==> src/rtl/prio_intc.sv <==
module prio_intc #(
  parameter int NSRC = 8
) (
  input  logic             clk,
  input  logic             rst_n,
  input  logic [NSRC-1:0]  irq_in,
  input  logic             ack,
  input  logic             wr_en,
  input  logic [1:0]       wr_addr,
  input  logic [7:0]       wr_data,
  output logic             int_req,
  output logic [7:0]       vec_out,
  output logic             vec_valid
);
  localparam int IW = $clog2(NSRC);

  logic [NSRC-1:0] irq_q, req, isr, mask;
  logic            rotate;
  logic [7:0]      base;
  logic [IW-1:0]   lo_ptr;

  function automatic logic [IW-1:0] rank(input logic [IW-1:0] id, input logic [IW-1:0] lo);
    rank = id - lo - IW'(1);
  endfunction

  function automatic logic [IW-1:0] pick(input logic [NSRC-1:0] v, input logic [IW-1:0] lo);
    logic [IW-1:0] id;
    pick = lo;
    for (int r = NSRC - 1; r >= 0; r--) begin
      id = lo + IW'(1) + IW'(r);
      if (v[id]) pick = id;
    end
  endfunction

  wire [IW-1:0]   eff_lo = rotate ? lo_ptr : IW'(NSRC - 1);
  wire [NSRC-1:0] pend   = req & ~mask;
  wire [IW-1:0]   win    = pick(pend, eff_lo);
  wire [IW-1:0]   itop   = pick(isr, eff_lo);
  wire            eoi    = wr_en && wr_addr == 2'd3;
  wire            take   = ack && int_req;

  assign int_req = (|pend) && (isr == '0 || rank(win, eff_lo) < rank(itop, eff_lo));

  always_ff @(posedge clk or negedge rst_n) begin
    if (!rst_n) begin
      irq_q     <= '0;
      req       <= '0;
      isr       <= '0;
      mask      <= '0;
      rotate    <= 1'b0;
      base      <= '0;
      lo_ptr    <= IW'(NSRC - 1);
      vec_out   <= '0;
      vec_valid <= 1'b0;
    end else begin
      irq_q     <= irq_in;
      vec_valid <= take;
      begin
        logic [NSRC-1:0] r_n, i_n;
        r_n = req;
        i_n = isr;
        if (take) begin
          r_n[win] = 1'b0;
          i_n[win] = 1'b1;
          vec_out  <= {base[7:IW], win};
        end
        if (eoi && isr != '0) begin
          i_n[itop] = 1'b0;
          if (rotate) lo_ptr <= itop;
        end
        req <= r_n | (irq_in & ~irq_q);
        isr <= i_n;
      end
      if (wr_en) begin
        case (wr_addr)
          2'd0: mask   <= wr_data[NSRC-1:0];
          2'd1: rotate <= wr_data[0];
          2'd2: base   <= wr_data;
          default: ;
        endcase
      end
    end
  end

  assert_vec_base_R5: assert property (@(posedge clk) disable iff (!rst_n)
    take |=> vec_valid && vec_out[7:IW] == $past(base[7:IW]));
  assert_vec_single_R5: assert property (@(posedge clk) disable iff (!rst_n)
    vec_valid |-> $past(ack) && $past(int_req));
  assert_isr_grows_R5: assert property (@(posedge clk) disable iff (!rst_n)
    take && !eoi |=> $countones(isr) == $past($countones(isr)) + 1);
  assert_stray_ack_R6: assert property (@(posedge clk) disable iff (!rst_n)
    ack && !int_req |=> !vec_valid);
  assert_all_masked_R4: assert property (@(posedge clk) disable iff (!rst_n)
    mask == '1 |-> !int_req);
  assert_eoi_clears_R8: assert property (@(posedge clk) disable iff (!rst_n)
    eoi && !take && isr != '0 |=> $countones(isr) == $past($countones(isr)) - 1);
endmodule

==> config.mk <==
export PLATFORM = sky130hd
export DESIGN_NAME = prio_intc
export DESIGN_NICKNAME = d
export VERILOG_FILES = /design/src/rtl/prio_intc.sv
export SDC_FILE = /design/constraint.sdc
export NUM_CORES = 1
export LEC_CHECK = 0
export BUFFER_PORTS_ARGS = -buffer_cell sky130_fd_sc_hd__clkbuf_2
export CAP_MARGIN = 20
export CELL_PAD_IN_SITES_DETAIL_PLACEMENT = 0
export CELL_PAD_IN_SITES_GLOBAL_PLACEMENT = 1
export CORE_UTILIZATION = 46
export CTS_BUF_LIST = sky130_fd_sc_hd__clkbuf_4
export CTS_CLUSTER_SIZE = 20
export DETAILED_ROUTE_END_ITERATION = 6
export PLACE_DENSITY = 0.89
export SETUP_SLACK_MARGIN = 0.2
export SLEW_MARGIN = 15
export SYNTH_ARGS = -nofsm -noshare
export SYNTH_HDL_FRONTEND = slang
export SYNTH_SLANG_ARGS = --single-unit
export TNS_END_PERCENT = 50
==> constraint.sdc <==
create_clock -name clk -period 12.4 [get_ports clk]
set_input_delay 1.24 -clock clk [delete_from_list [all_inputs] [get_ports clk]]
set_output_delay 1.24 -clock clk [all_outputs]
set_load 0.005 [all_outputs]
==> flow_summary_export.csv, run 1 <==
group,metric,value,unit
finish,diodes,0,
synthesis,syn-cell-area,0.00381,mm^2
timing,max_freq,140,MHz
worst_setup_path,arrival,5.90,ns
timing,post-route-period-util,57.6,%
grt,grt_max_degree,51,
routing,postRouteWirelength,9430,um
synthesis,avgSynthCellArea,9.39,um^2
timing,final-setup-viol-count,0,
floorplan,core,0.00789,mm^2
clock_network,cts_tree,"yes",
finish,drive_above_1_share,19.5,%
synthesis,synthCells,406,
worst_setup_path,reg2reg_from,"rotate$_DFFE_PN0P_",
timing,rsz0062_at_grt,"false",
clock_network,htreeDepth,2,
worst_setup_path,rr_worst_depth,23,
routing,wire_per_inst,17.7,um
routing,firstDrtPassIters,5,
routing,drc,0,
clock_network,cts.sinks,50,
worst_hold_path,min-delay-start,"irq_q[7]$_DFF_PN0_",
synthesis,synth_area_leaders,"dfrtp_1 (31%), mux2i_1 (10%), mux2_2 (5.3%), mux4_2 (4.7%), nand2_1 (4.3%)",
outcome,outcome,"finished, final reports clean",
floorplan,rows,32,
synthesis,synth_most_common_cell,"dfrtp_1",
timing,clock_skew,0.0163,ns
finish,area_growth,7.61,%
floorplan,die_y,93.0,um
synthesis,yosysUniqueCellTypes,58,
worst_setup_path,cp-end-kind,"output pin",
synthesis,synth_warnings,0,
synthesis,synth-edff-count,0,
worst_hold_path,min_path_type,"reg2reg",
clock_network,cts_root_buf,"clkbuf_4",
synthesis,async_reset_ff_share,100,%
synthesis,synth_area_leader_cell,"dfrtp_1",
synthesis,ys_seq_area_share,32.9,%
timing,hold_viol,0,
floorplan,pin_count,32,
grt,grt-ovfl-total,0,
clock_network,cts_resized,0,
timing,maxSlewViolCount,0,
routing,drt-vias-per-instance,6.03,
routing,ant_nets,0,
synthesis,ys_ff_latch,50,
grt,grt_pass1_vias,3165,
clock_network,clk_pin_slew_worst_paths,0.14,ns
synthesis,synth_ff_type,"dfrtp_1",
floorplan,fp.dieW,93.0,um
worst_setup_path,cp_max_fo,21,
worst_setup_path,worstSetupPathType,"reg2out",
floorplan,die_area,0.00866,mm^2
routing,drt_iter0_markers,235,
clock_network,postCtsSetupRepairBufs,0,
worst_setup_path,required,11.16,ns
clock_network,clock_latency,0.36,ns
place,dp_hpwl,7180,um
grt,antenna_found_initial,0,
grt,grt_pass1_wl,16000,um
worst_setup_path,rrSetupSlack,5.46,ns
clock_network,cts_buffer_depth,2,
place,numPortBuffers,31,
timing,period_needed,7.14,ns
synthesis,yosys-top-cells-count,"dfrtp_1 (47), nand2_1 (44), mux2i_1 (39), inv_1 (28), nor2_1 (25)",
timing,worst_slew_pin_slew,1.02,ns
routing,vias,3214,
timing,slew_headroom,31.7,%
job,cap_viol_max_count,0,
worst_hold_path,whs_path_depth,1,
synthesis,synth_top_area_share,30.9,%
worst_hold_path,worstHoldEndpoint,"req[7]$_DFF_PN0_",
clock_network,cts_buffers,5,
grt,track_usage,23.4,%
worst_setup_path,startpoint_type,"flop",
synthesis,synth_nets,436,
clock_network,postCtsHoldBufs,0,
finish,final_nets,460,
timing,finalSetupTns,0,ns
timing,hold_ws,0.433,ns
place,gp_congestion,0.906,
floorplan,initial_core_util,48.3,%
worst_setup_path,reg2reg_to,"req[5]$_DFF_PN0_",
-- metrics by stage --
stage / worst slack [ns] / std cells / area [um^2] / utilization (%)
after floorplan: 6.49 / 406 / 3810 / -
final: 5.26 / 533 / 4100 / 52.0
after global placement: 5.68 / 525 / 4020 / 51.0
after CTS: 5.26 / 533 / 4100 / 52.0
after global routing: 4.80 / 533 / 4100 / 52.0
after detailed placement: 5.55 / 525 / 4020 / 51.0
-- cells in the final DEF (no fill, tap or decap), types with 13 or more instances in the layout --
cell	instances
dfrtp_1	47
nand2_1	44
mux2i_1	39
clkbuf_2	31
inv_1	28
nor2_1	25
mux2_2	18
a21oi_1	15
o21ai_0	14
o22ai_1	13
nand2b_1	13
-- routing by layer --
metal  part of all wire (%)  wire length [um]  vias to the layer above  track usage (%)
li1                       -                 -                     1535                -
met1                     45              4250                     1528             33.5
met2                     46              4370                      139             37.0
met3                    6.8               645                       12             3.01
met4                    1.7               158                        0             7.05
met5                      0                 0                        -                0
-- how the worst max path moves through the flow --
stage,start,to,cells past startpoint
after floorplan,lo_ptr[0]$_DFFE_PN1P_,int_req,22
after global placement,rotate$_DFFE_PN0P_,req[2]$_DFF_PN0_,23
after detailed placement,rotate$_DFFE_PN0P_,req[2]$_DFF_PN0_,23
after CTS,rotate$_DFFE_PN0P_,int_req,19
after global routing,rotate$_DFFE_PN0P_,int_req,19
final,rotate$_DFFE_PN0P_,int_req,19
-- worst max-delay path, stage by stage (launching register included) --
cell,delay [ns]
dfrtp_1,0.56
nor2b_1,0.18
buf_4,0.21
inv_2,0.16
ha_1,0.35
xnor2_2,0.85
xnor2_1,0.47
a21bo_1,0.28
o2111ai_1,0.21
nand3_1,0.12
xnor2_1,0.35
inv_1,0.14
ha_1,0.20
inv_1,0.07
fa_1,0.42
ha_1,0.28
a21o_1,0.15
a21o_1,0.17
a22oi_1,0.19
clkbuf_2,0.18
-- area by class of cell --
| class | instances | area, um^2 |
|---|---|---|
| clock buffer | 6 | 45.0 |
| clock inverter | 2 | 37.5 |
| fill | 726 | 3780 |
| inverter | 30 | 115 |
| multi-input combinational | 307 | 2330 |
| sequential | 50 | 1250 |
| tap | 102 | 128 |
| timing repair buffer | 36 | 193 |
-- state kept, by name (all words and copies together) (netlist names) --
signal and cells:
vec_out 8, lo_ptr 3, isr 8, mask 8, vec_valid 1, req 8, irq_q 8, base 5
rotate 1
-- logic make-up after synthesis --
logic type | count (synthesis) | share of synthesized area (%)
AO/OA/AOI/OAI | 88 | 15.9
AND/OR/NAND/NOR | 133 | 17.5
buffers and inverters | 49 | 5.97
adder cells (fa/ha/maj) | 8 | 3.02
multiplexers | 67 | 21.5
XOR/XNOR | 11 | 3.28
flip-flops | 50 | 32.9
Power of run 1 is left out: the tool's default activity adds up to more than one toggle a clock period on the data nets, which glitch-free logic cannot reach.
==> inputs of run 2 (changes only) <==
Settings changed: ABC_AREA set to 1, CORE_UTILIZATION 46 to 40, PLACE_DENSITY 0.89 to 0.88.
Clock period 12.4 ns to 6.44 ns, I/O delays scaled along.
==> flow_summary_export.csv, run 2 <==
group,metric,value,unit
outcome,outcome,"finished, final reports clean",
place,dp_hpwl,6910,um
timing,finalSetupTns,0,ns
worst_setup_path,worstSetupPathType,"reg2out",
finish,layout_common_cells,"nand2_1 (191), inv_1 (63), dfrtp_1 (47)",
worst_setup_path,required,5.80,ns
clock_network,cts_buffer_depth,2,
finish,drive_above_1_share,19.3,%
synthesis,synth_compound_area_share,8.97,%
grt,grt_pass1_vias,3009,
floorplan,die_y,95.7,um
synthesis,synth-edff-count,0,
worst_setup_path,arrival,4.87,ns
synthesis,synth_ff_type,"dfrtp_1",
worst_setup_path,cpMostUsedCell,"nand2_1",
clock_network,cts.sinks,50,
synthesis,yosys-top-cells-count,"nand2_1 (191), inv_1 (63), dfrtp_1 (47), nand3_1 (41), nand2_2 (31)",
grt,grt_max_degree,51,
timing,hold_viol,0,
routing,drt_iter0_markers,177,
clock_network,cts_root_buf,"clkbuf_4",
synthesis,synth_fa_ha_area_share,3.28,%
synthesis,synth_warnings,0,
clock_network,postCtsSetupRepairBufs,0,
routing,drt-vias-per-instance,4.95,
synthesis,muxShareOfSynthArea,0,%
timing,final-setup-viol-count,0,
worst_hold_path,min_path_type,"in2async",
clock_network,postCtsHoldBufs,0,
floorplan,rows,33,
synthesis,syn-cell-area,0.00351,mm^2
synthesis,ys_ff_latch,50,
synthesis,synthCells,508,
synthesis,async_reset_ff_share,100,%
clock_network,clk_pin_slew_worst_paths,0.15,ns
routing,drc,0,
place,numPortBuffers,31,
timing,post-route-period-util,85.6,%
clock_network,clock_latency,0.36,ns
timing,slew_headroom,58.9,%
clock_network,cts_tree,"yes",
synthesis,synth_most_common_cell,"nand2_1",
worst_setup_path,startpoint_type,"flop",
place,gp_congestion,0.860,
routing,postRouteWirelength,8750,um
synthesis,synth_top_family_by_area,"simple AND/OR/NAND/NOR gates",
clock_network,htreeDepth,2,
clock_network,cts_buffers,5,
grt,grt-ovfl-total,0,
synthesis,synth_nets,538,
routing,firstDrtPassIters,5,
synthesis,synth_area_leaders,"dfrtp_1 (33%), nand2_1 (20%), inv_1 (6.7%), nand3_1 (5.8%), nand2_2 (5.5%)",
routing,wire_per_inst,13.6,um
finish,final_common_cell,"nand2_1",
clock_network,cts_resized,0,
timing,maxSlewViolCount,0,
grt,track_usage,20.7,%
floorplan,core,0.00834,mm^2
finish,area_growth,8.94,%
floorplan,initial_core_util,42.1,%
worst_setup_path,cpMaxStageDelayCell,"dfrtp_1",
synthesis,yosys.area_share.xor_xnor,0.997,%
worst_setup_path,cp-end-kind,"output pin",
worst_setup_path,cp_max_fo,14,
timing,clock_skew,0.0154,ns
timing,max_freq,181,MHz
synthesis,avgSynthCellArea,6.92,um^2
finish,final_nets,568,
grt,grt_pass1_wl,14600,um
synthesis,ys_seq_area_share,35.7,%
routing,ant_nets,0,
floorplan,pin_count,32,
floorplan,fp.dieW,95.7,um
floorplan,die_area,0.00917,mm^2
timing,period_needed,5.51,ns
finish,diodes,0,
worst_setup_path,slowest_delay,0.56,ns
routing,vias,3189,
synthesis,synth-simple-area-share,40.7,%
timing,worst_slew_pin_slew,0.616,ns
grt,antenna_found_initial,0,
timing,rsz0062_at_grt,"false",
synthesis,synth_top_area_share,33.5,%
job,cap_viol_max_count,0,
synthesis,synth_area_leader_cell,"dfrtp_1",
synthesis,yosysUniqueCellTypes,36,
## run 2: critical path, delay by kind of cell (launching register included)
family / cells / cell delay [ns]
and+or+nand+nor: 15 / 1.31
adders and majority gates: 3 / 0.98
xor gates and xnor gates: 2 / 0.36
AOI/OAI and AO/OA: 2 / 0.24
buffers and inverters: 6 / 1.06
DFF: 1 / 0.56
## run 2: through the flow
step	std cells	util (%)	worst slack [ns]	cell area (um^2)	hold WS [ns]
floorplan	508	-	2.00	3510	0.348
global route	644	45.9	0.384	3830	0.367
CTS	644	45.9	0.927	3830	0.376
global placement	636	44.7	1.13	3730	0.393
finish	644	45.9	0.925	3830	0.363
detailed placement	636	44.7	1.02	3730	0.400
## run 2: cell families after synthesis
logic type | after synthesis
XOR/XNOR | 4
adder cells (fa/ha/maj) | 8
flip-flops | 50
AND/OR/NAND/NOR | 309
AO/OA/AOI/OAI | 56
buffers and inverters | 81
## run 2: routing by layer
layer  part of all wire [%]  up-vias  track usage, %  wire length [um]
met3                    4.3       11            2.29               372
met5                      0        -               0                 0
met2                     45       90            33.8              3970
met4                    1.4        0            4.60               125
li1                       -     1645               -                 -
met1                     49     1443            29.7              4280
## run 2: cell type report
type,instances,area (um^2)
fillers,901,4510
well taps,105,131
clock inverters,3,63.8
repair buffers,34,178
flip-flops and latches,50,1250
clock buffers,5,37.5
multi-input cells,377,1900
inverters,70,268
## run 2: worst paths after layout
path,startpoint,to,slack [ns],cells past startpoint
worst min register to register,irq_q[4]$_DFF_PN0_,req[4]$_DFF_PN0_,0.41,1
max in group asynchronous,rst_n,vec_out[7]$_DFFE_PN0N_,5.66,2
min in group clk,irq_in[5],irq_q[5]$_DFF_PN0_,0.39,1
worst min-delay path,rst_n,isr[5]$_DFF_PN0_,0.36,2
worst max-delay path,rotate$_DFFE_PN0P_,int_req,0.93,28
worst max register to register,rotate$_DFFE_PN0P_,isr[6]$_DFF_PN0_,0.98,35
Power of run 2 is left out for the same reason.
==> inputs of run 3 (changes only) <==
Settings changed: CORE_UTILIZATION 40 to 45, PLACE_DENSITY 0.88 to 0.93.
Clock period 6.44 ns to 5.68 ns, I/O delays scaled along.
==> flow_summary_export.csv, run 3 (synthesis results as in run 2) <==
group,metric,value,unit
worst_setup_path,rr_worst_depth,33,
routing,firstDrtPassIters,4,
timing,period_needed,5.11,ns
finish,diodes,0,
floorplan,pin_count,32,
worst_setup_path,cp-end-kind,"output pin",
floorplan,die_area,0.00817,mm^2
finish,layout_common_cells,"nand2_1 (191), inv_1 (62), dfrtp_1 (46)",
routing,vias,3158,
routing,drc,0,
timing,max_freq,196,MHz
worst_setup_path,rrSetupSlack,0.80,ns
finish,area_growth,10.8,%
timing,slew_headroom,58.7,%
timing,post-route-period-util,90.0,%
worst_setup_path,slowest_delay,0.55,ns
timing,finalSetupTns,0,ns
clock_network,clk_pin_slew_worst_paths,0.14,ns
grt,grt-ovfl-total,0,
worst_setup_path,worstSetupPathType,"reg2out",
timing,clock_skew,0.00745,ns
place,dp_hpwl,6630,um
routing,drt_iter0_markers,135,
worst_hold_path,min_path_type,"in2async",
worst_setup_path,cpMaxStageDelayCell,"dfrtp_2",
timing,worst_slew_pin_slew,0.619,ns
finish,drive_above_1_share,20.8,%
routing,wire_per_inst,12.9,um
floorplan,initial_core_util,47.4,%
routing,postRouteWirelength,8330,um
grt,antenna_found_initial,0,
worst_setup_path,cp_max_fo,10,
floorplan,fp.dieW,90.4,um
worst_setup_path,required,5.11,ns
place,place_area,0.00373,mm^2
clock_network,cts_tree,"yes",
grt,track_usage,21.6,%
grt,grt_max_degree,51,
worst_setup_path,path_delay_family,"simple AND/OR/NAND/NOR gates",
finish,stdcell_area,0.00389,mm^2
floorplan,die_y,90.4,um
worst_setup_path,critical_path_buf_inv_count,6,
finish,postLayoutCoreUtil,52.6,%
clock_network,clock_latency,0.37,ns
routing,drt-vias-per-instance,4.89,
place,numPortBuffers,31,
finish,final_common_cell,"nand2_1",
timing,hold_viol,0,
worst_setup_path,cpMostUsedCell,"nand2_1",
worst_setup_path,arrival,4.54,ns
grt,grt_pass1_vias,3031,
clock_network,cts_buffer_depth,2,
worst_setup_path,startpoint_type,"flop",
outcome,outcome,"finished, final reports clean",
timing,maxSlewViolCount,0,
job,cap_viol_max_count,0,
routing,ant_nets,0,
timing,rsz0062_at_grt,"false",
floorplan,rows,31,
clock_network,cts_buffers,5,
worst_setup_path,reg2reg_to,"req[4]$_DFF_PN0_",
timing,final-setup-viol-count,0,
grt,grt_pass1_wl,14200,um
clock_network,htreeDepth,2,
finish,final_nets,576,
clock_network,cts_root_buf,"clkbuf_4",
place,gp_congestion,0.871,
floorplan,core,0.00741,mm^2
clock_network,cts.sinks,50,
worst_setup_path,reg2reg_from,"rotate$_DFFE_PN0P_",
-- run 3: cell types whose count changed in the layout (fill, tap and decap cells not counted), sizes merged --
cell | before | now
clkinvlp | 0 | 1
buf | 3 | 11
inv | 69 | 68
-- run 3: cell type report --
type | instances | area (um^2)
inverters | 70 | 272
clock buffers | 5 | 37.5
fillers | 772 | 3510
flip-flops and latches | 50 | 1260
well taps | 99 | 124
repair buffers | 42 | 238
multi-input cells | 377 | 1900
clock inverters | 3 | 63.8
-- run 3: timing repair --
action	4_1_cts	5_1_grt
hold buffers	0	0
resized for setup	0	3
setup buffers	0	7
setup endpoints to repair	0	15
-- run 3: how the worst max path moves through the flow --
stage	from	endpoint	slack, ns	depth (start not counted)
after floorplan	rotate$_DFFE_PN0P_	isr[2]$_DFF_PN0_	1.24	40
after global placement	rotate$_DFFE_PN0P_	req[4]$_DFF_PN0_	0.62	33
after detailed placement	rotate$_DFFE_PN0P_	isr[2]$_DFF_PN0_	0.55	36
after CTS	rotate$_DFFE_PN0P_	int_req	0.27	29
after global routing	rotate$_DFFE_PN0P_	int_req	0.20	29
final	rotate$_DFFE_PN0P_	int_req	0.57	29
-- run 3: layer usage --
layer / GRT usage (%) / wire length (um)
met3: 2.95 / 276
met1: 29.3 / 4070
met4: 6.18 / 150
met5: 0 / 0
met2: 36.1 / 3840
-- run 3: metrics by stage --
step | setup slack (ns) | hold slack (ns) | instances
2_1_floorplan | 1.24 | 0.272 | 508
6_report | 0.567 | 0.278 | 646
3_3_place_gp | 0.615 | 0.394 | 631
5_1_grt | 0.203 | 0.284 | 646
4_1_cts | 0.270 | 0.298 | 639
3_5_place_dp | 0.552 | 0.403 | 631
Power of run 3 is left out for the same reason.
